$ cat config.mk
export PLATFORM = sky130hd
export DESIGN_NAME = pwd_retry_lockout
export DESIGN_NICKNAME = d
export VERILOG_FILES = /design/src/rtl/prl_pkg.sv /design/src/rtl/prl_regs.sv /design/src/rtl/prl_lock_decode.sv /design/src/rtl/prl_fail_counter.sv /design/src/rtl/pwd_retry_lockout.sv
export SDC_FILE = /design/constraint.sdc
export NUM_CORES = 1
export LEC_CHECK = 0
export ABC_CLOCK_PERIOD_IN_PS = 2950
export BUFFER_PORTS_ARGS = -buffer_cell sky130_fd_sc_hd__buf_2
export CORE_UTILIZATION = 50
export CTS_BUF_LIST = sky130_fd_sc_hd__clkbuf_8
export CTS_CLUSTER_DIAMETER = 40
export CTS_CLUSTER_SIZE = 10
export DETAILED_ROUTE_END_ITERATION = 12
export HOLD_SLACK_MARGIN = 0.05
export MAX_ROUTING_LAYER = met4
export PLACE_DENSITY = 0.86
export SYNTH_ARGS = -nofsm -noshare
export SYNTH_HDL_FRONTEND = slang
export SYNTH_SLANG_ARGS = --single-unit
$ cat constraint.sdc
create_clock -name clk -period 2.95 [get_ports clk]
set_clock_uncertainty 0.2 [all_clocks]
set_input_delay 0.4425 -clock clk [delete_from_list [all_inputs] [get_ports clk]]
set_output_delay 0.4425 -clock clk [all_outputs]
set_load 0.005 [all_outputs]
$ cat src/rtl/prl_pkg.sv
package prl_pkg;

    typedef enum logic [1:0] {
        LOCK_NONE = 2'd0,
        LOCK_CFG  = 2'd1,
        LOCK_ALL  = 2'd2
    } lock_lvl_e;

    typedef struct packed {
        logic sev1;
        logic sev0;
        logic clr;
        logic en;
    } cfg_fields_t;

    localparam logic [7:0] CFG_FIXED_ONES = 8'h20;
    localparam logic [7:0] CFG_KEEP_MASK  = 8'hCC;

endpackage

$ cat src/rtl/prl_regs.sv
module prl_regs
    import prl_pkg::*;
#(
    parameter int CNT_W = 8
) (
    input  logic             clk,
    input  logic             rst_n,
    input  logic             cfg_we,
    input  logic [7:0]       cfg_wdata,
    input  logic             lim_we,
    input  logic [CNT_W-1:0] lim_wdata,
    output cfg_fields_t      cfg,
    output logic [7:0]       cfg_rdata,
    output logic [CNT_W-1:0] lim
);

    typedef struct packed {
        cfg_fields_t      cfg;
        logic [CNT_W-1:0] lim;
    } regs_t;

    regs_t st_d, st_q;

    always_comb begin
        st_d = st_q;
        if (cfg_we) begin
            st_d.cfg.sev1 = cfg_wdata[7];
            st_d.cfg.sev0 = cfg_wdata[6];
            st_d.cfg.clr  = cfg_wdata[3];
            st_d.cfg.en   = cfg_wdata[2];
        end
        if (lim_we) begin
            st_d.lim = lim_wdata;
        end
    end

    always_ff @(posedge clk or negedge rst_n) begin
        if (!rst_n) begin
            st_q <= '0;
        end else begin
            st_q <= st_d;
        end
    end

    assign cfg       = st_q.cfg;
    assign lim       = st_q.lim;
    assign cfg_rdata = {st_q.cfg.sev1, st_q.cfg.sev0, 2'b10,
                        st_q.cfg.clr, st_q.cfg.en, 2'b00};

    // a write keeps only the live bits; the fixed pattern shows through
    assert_cfg_write_R1: assert property (@(posedge clk) disable iff (!rst_n)
        cfg_we |=> cfg_rdata == (($past(cfg_wdata) & CFG_KEEP_MASK) | CFG_FIXED_ONES));

    // limit read-back follows the last write
    assert_lim_write_R2: assert property (@(posedge clk) disable iff (!rst_n)
        lim_we |=> lim == $past(lim_wdata));

    // without a write the limit holds
    assert_lim_hold_R2: assert property (@(posedge clk) disable iff (!rst_n)
        !lim_we |=> $stable(lim));

endmodule

$ cat src/rtl/prl_lock_decode.sv
module prl_lock_decode
    import prl_pkg::*;
#(
    parameter int CNT_W = 8
) (
    input  cfg_fields_t      cfg,
    input  logic [CNT_W-1:0] cnt,
    input  logic [CNT_W-1:0] lim,
    output lock_lvl_e        lvl
);

    logic reached;

    always_comb begin
        reached = cfg.en && (cnt >= lim);
        if (!reached) begin
            lvl = LOCK_NONE;
        end else if ({cfg.sev1, cfg.sev0} == 2'b10) begin
            lvl = LOCK_ALL;
        end else begin
            lvl = LOCK_CFG;
        end
    end

endmodule

$ cat src/rtl/prl_fail_counter.sv
module prl_fail_counter
    import prl_pkg::*;
#(
    parameter int CNT_W = 8
) (
    input  logic             clk,
    input  logic             rst_n,
    input  cfg_fields_t      cfg,
    input  logic [CNT_W-1:0] lim,
    input  lock_lvl_e        lvl,
    input  logic             res_valid,
    input  logic             res_pass,
    output logic [CNT_W-1:0] cnt
);

    localparam logic [CNT_W-1:0] ONE = CNT_W'(1);

    typedef struct packed {
        logic [CNT_W-1:0] cnt;
    } cnt_t;

    cnt_t st_d, st_q;
    logic accept;

    always_comb begin
        st_d   = st_q;
        accept = res_valid && cfg.en && (lvl == LOCK_NONE);
        if (accept) begin
            if (!res_pass) begin
                if (st_q.cnt < lim) begin
                    st_d.cnt = st_q.cnt + ONE;
                end
            end else if (cfg.clr) begin
                st_d.cnt = '0;
            end
        end
    end

    always_ff @(posedge clk or negedge rst_n) begin
        if (!rst_n) begin
            st_q <= '0;
        end else begin
            st_q <= st_d;
        end
    end

    assign cnt = st_q.cnt;

    // an accepted failure adds exactly one
    assert_fail_incr_R6: assert property (@(posedge clk) disable iff (!rst_n)
        (res_valid && !res_pass && cfg.en && lvl == LOCK_NONE)
        |=> cnt == $past(cnt) + ONE);

    // an accepted success with clearing enabled empties the counter
    assert_pass_clear_R7: assert property (@(posedge clk) disable iff (!rst_n)
        (res_valid && res_pass && cfg.en && cfg.clr && lvl == LOCK_NONE)
        |=> cnt == '0);

    // with the counter disabled results leave it alone
    assert_disabled_hold_R3: assert property (@(posedge clk) disable iff (!rst_n)
        !cfg.en |=> $stable(cnt));

    // a locked unit ignores results
    assert_locked_hold_R8: assert property (@(posedge clk) disable iff (!rst_n)
        (lvl != LOCK_NONE) |=> $stable(cnt));

    // no result, no change
    assert_idle_hold_R8: assert property (@(posedge clk) disable iff (!rst_n)
        !res_valid |=> $stable(cnt));

endmodule

$ cat src/rtl/pwd_retry_lockout.sv
module pwd_retry_lockout
    import prl_pkg::*;
#(
    parameter int CNT_W = 8
) (
    input  logic             clk,
    input  logic             rst_n,
    input  logic             cfg_we,
    input  logic [7:0]       cfg_wdata,
    output logic [7:0]       cfg_rdata,
    input  logic             lim_we,
    input  logic [CNT_W-1:0] lim_wdata,
    output logic [CNT_W-1:0] lim_rdata,
    input  logic             res_valid,
    input  logic             res_pass,
    output logic [CNT_W-1:0] fail_cnt,
    output logic [1:0]       lock_lvl
);

    cfg_fields_t      cfg;
    logic [CNT_W-1:0] lim;
    logic [CNT_W-1:0] cnt;
    lock_lvl_e        lvl;

    prl_regs #(.CNT_W(CNT_W)) u_regs (
        .clk       (clk),
        .rst_n     (rst_n),
        .cfg_we    (cfg_we),
        .cfg_wdata (cfg_wdata),
        .lim_we    (lim_we),
        .lim_wdata (lim_wdata),
        .cfg       (cfg),
        .cfg_rdata (cfg_rdata),
        .lim       (lim)
    );

    prl_lock_decode #(.CNT_W(CNT_W)) u_decode (
        .cfg (cfg),
        .cnt (cnt),
        .lim (lim),
        .lvl (lvl)
    );

    prl_fail_counter #(.CNT_W(CNT_W)) u_counter (
        .clk       (clk),
        .rst_n     (rst_n),
        .cfg       (cfg),
        .lim       (lim),
        .lvl       (lvl),
        .res_valid (res_valid),
        .res_pass  (res_pass),
        .cnt       (cnt)
    );

    assign lim_rdata = lim;
    assign fail_cnt  = cnt;
    assign lock_lvl  = lvl;

    // the unused level code never reaches the port
    assert_lvl_encoding_R9: assert property (@(posedge clk) disable iff (!rst_n)
        lock_lvl != 2'd3);

    // disabled counting means no lockout at the port
    assert_disabled_none_R3: assert property (@(posedge clk) disable iff (!rst_n)
        !cfg_rdata[2] |-> lock_lvl == 2'd0);

    // severity 10 at the limit yields total lockout
    assert_total_lock_R4: assert property (@(posedge clk) disable iff (!rst_n)
        (cfg_rdata[2] && fail_cnt >= lim_rdata && cfg_rdata[7:6] == 2'b10)
        |-> lock_lvl == 2'd2);

    // other severities at the limit yield configuration-only lockout
    assert_cfg_lock_R5: assert property (@(posedge clk) disable iff (!rst_n)
        (cfg_rdata[2] && fail_cnt >= lim_rdata && cfg_rdata[7:6] != 2'b10)
        |-> lock_lvl == 2'd1);

    // increments alone never lift the count past the limit
    assert_no_overflow_R8: assert property (@(posedge clk) disable iff (!rst_n)
        (!lim_we && fail_cnt <= lim_rdata) |=> fail_cnt <= lim_rdata);

endmodule

==> metrics.md <==
| Metric | Value |
|---|---|
| Area share of the largest cell type after synthesis | 0.415 |
| Outcome | finished, final reports clean |
| Routed len/inst | ~13 um |
| Grt ovf | 0 |
| WHS Path Cells | 3 |
| Proportion of layout cells with a drive suffix above 1 | 0.350 |
| Simple-gate share of the synthesized area | 0.186 |
| Post-cts sizing count | 0 |
| Synth Instances | between 100 and 150 |
| Clock buffer depth | 2 |
| Vias per std cell | 5.39 |
| Synth Area in Adders | 0.0935 |
| Reg-to-Reg Start | u_counter.cnt[1] |
| Hold Path Class | input port to register |
| Max Cap Violations | 0 |
| Crit-path slowest cell | dfrtp_1 |
| Pin count of the biggest net entering global routing | 21 |
| H-tree depth reported by CTS | 1 |
| Routed Antenna Nets | 0 |
| Drt pass-1 iters | 4 |
| Crit path launch type | register |
| Netlist cell types | 33 |
| Core Area | 2230 sq um |
| Min-delay src | lim_wdata[7] |
| CTS Hold Bufs | 1 |
| Via count of the routed design | between 1000 and 1500 |
| Worst-case reg-to-reg path depth | 7 |
| Reg clk slew, reported paths | 0.07 ns |
| Largest cells by area after synthesis | dfrtp_1, ha_1, mux2_2 |
| Clock buffer count from CTS | 3 |
| Hold slack | ~0.19 ns |
| DRT Wirelength | 2.53 mm |
| Post-synthesis mux area share | 0.0467 |
| Crit path time final | 2.67 ns |
| R2r endpoint | u_counter.cnt[3] |
| Post-Layout Inst Area | 1470 sq um |
| Setup Buffers After CTS | 0 |
| TNS Setup | 0 ns |
| Port Buffers | 39 |
| Combinational family with the most area after synthesis | simple AND/OR/NAND/NOR gates |
| Worst setup EP type | primary output |
| YS warnings | 0 |
| DP HPWL | 1.98 mm |
| Gr usage total | 0.235 |
| Period utilisation layout | 0.903 |
| Ports | 48 |
| Vias in the first global route | 983 |
| Die Width | 51.1 um |
| Setup violations, final | 0 |
| Max Slew Vio Count | 0 |
| Post-synthesis compound-gate area fraction | 0.175 |
| Clk_lat worst skew | 0.26 ns |
| Root buf cell | clkbuf_8 |
| Gp weighted congestion | approximately 0.86 |
| Initial Utilization | 0.539 |
| NumNets Final | 195 |
| Relative slew slack | 0.538 |
| Leading area contributor after synthesis | dfrtp_1 |
| Area Growth Syn to Fin | 22.3% |
| Most frequent cell after synthesis | dfrtp_1 |
| Max Clk Rate | 375 MHz |
| CP max FO | 7 |
| Synth Area in XOR/XNOR | 0.0145 |
| Synthesized cell area | 1200 sq um |
| Worst slew pin tran | about 0.69 ns |
| Seq/Total Area, Yosys | 0.415 |
| ANT cells | 0 |
| Top post-synthesis cells by count | dfrtp_1, nand2_1, inv_1 |
| VDD IR max | approximately 0.50 mV |
| First-pass GRT wire length | 4.43 mm |
| Worst Hold End | u_regs.lim[7] |
| Final hold viol count | 0 |
| Req. time, crit path | 2.31 ns |
| Iteration-0 DRC Markers | 17 |
| Pleak | 0.730 nW |
| Row count | 17 |
| Async set or reset register ratio after synthesis | 1.00 |
| Most common flop cell mapped by yosys | dfrtp_1 |
| RSZ-0062 raised after global routing | no |
| Setup CP Type | register to primary output |
| Num Clock Sinks | 20 |
| CP max stage delay | 0.44 ns |
| Area after DPL | 1410 sq um |
| Reg-to-reg setup timing slack | 0.43 ns |
| CP arrival | 2.02 ns |
| Register bit total from synthesis | 20 |
| Antenna violations before repair | 0 |
| CTS tree | yes |
| PD cells | 582 nW/um^2 |
| Post-synth EDFFs | 0 |
| Avg Inst Size Synth | 9.88 sq um |
| Die footprint | 2610 sq um |
| Worst path cell trace | ha_1, nor2b_4, o211ai_4, a31oi_4, o21ai_0, nor3b_1, buf_2 |
| Die H | a little over 50 um |
| Drc violations | 0 |
[cells by family after synthesis]
logic type | after synthesis
multiplexers | 5
AND/OR/NAND/NOR | 41
buffers and inverters | 16
adder cells (fa/ha/maj) | 9
flip-flops | 20
XOR/XNOR | 2
AO/OA/AOI/OAI | 27
other | 2
[layout by cell type, fill, tap and decap left out, drive strengths merged, types with 4 or more instances in the layout]
| cell type | netlist | layout |
|---|---|---|
| buf | 4 | 39 |
| dfrtp | 20 | 20 |
| nand2 | 14 | 14 |
| inv | 11 | 11 |
| o21ai | 10 | 10 |
| ha | 9 | 9 |
| a21oi | 8 | 8 |
| mux2 | 5 | 5 |
| nand4 | 4 | 4 |
| conb | 2 | 4 |
| clkbuf | 1 | 4 |
[worst max-delay path by stage]
stage | endpoint | cells after the start | slack, ns | from
3_3_place_gp | u_counter.cnt[3] | 7 | 0.52 | u_counter.cnt[1]
6_report | lock_lvl[1] | 7 | 0.28 | u_counter.cnt[1]
3_5_place_dp | u_counter.cnt[3] | 7 | 0.47 | u_counter.cnt[1]
5_1_grt | lock_lvl[1] | 6 | 0.04 | u_counter.cnt[6]
2_1_floorplan | u_counter.cnt[3] | 7 | 0.60 | u_counter.cnt[1]
4_1_cts | lock_lvl[1] | 6 | 0.28 | u_counter.cnt[5]
[flip-flops by register name, summed over array words and instances, names as in the netlist]
register,count
u_counter.cnt,8
u_regs.lim,8
u_regs.cfg,4
[stage by stage]
stage | setup slack, ns | std cells | total power, W | util
after global placement | 0.521 | 186 | 0.000631 | 0.631
after floorplan | 0.605 | 124 | 0.000552 | -
after CTS | 0.285 | 191 | 0.000859 | 0.660
final | 0.285 | 191 | 0.000858 | 0.660
after global routing | 0.0421 | 191 | 0.000919 | 0.660
after detailed placement | 0.467 | 186 | 0.000651 | 0.631
[routing by layer]
layer	share of wire	global-route usage	vias to the layer above
li1	-	-	508
met1	0.40	0.285	478
met2	0.52	0.390	37
met3	0.052	0.0268	7
met4	0.021	0.106	0
met5	0	-	-
[area by class of cell]
| cell class | count | area, sq um |
|---|---|---|
| repair buffers | 40 | 205 |
| inverters | 11 | 41.3 |
| well taps | 28 | 35.0 |
| flip-flops and latches | 20 | 500 |
| clock buffers | 4 | 55.1 |
| multi-input cells | 88 | 637 |
| fillers | 183 | 759 |
[power breakdown]
group	internal, W	switching (W)
registers	0.000313	0.0000461
clock network	0.000119	0.0000864
logic	0.000136	0.000158
[critical path, delay by kind of cell, from the launching register on]
family	cells	cell delay [ns]
compound gates	3	0.47
simple gates	2	0.37
flops	1	0.44
buf+inv	1	0.14
fa+ha+maj	1	0.34
No activity file was read; power rests on OpenSTA's default activity.
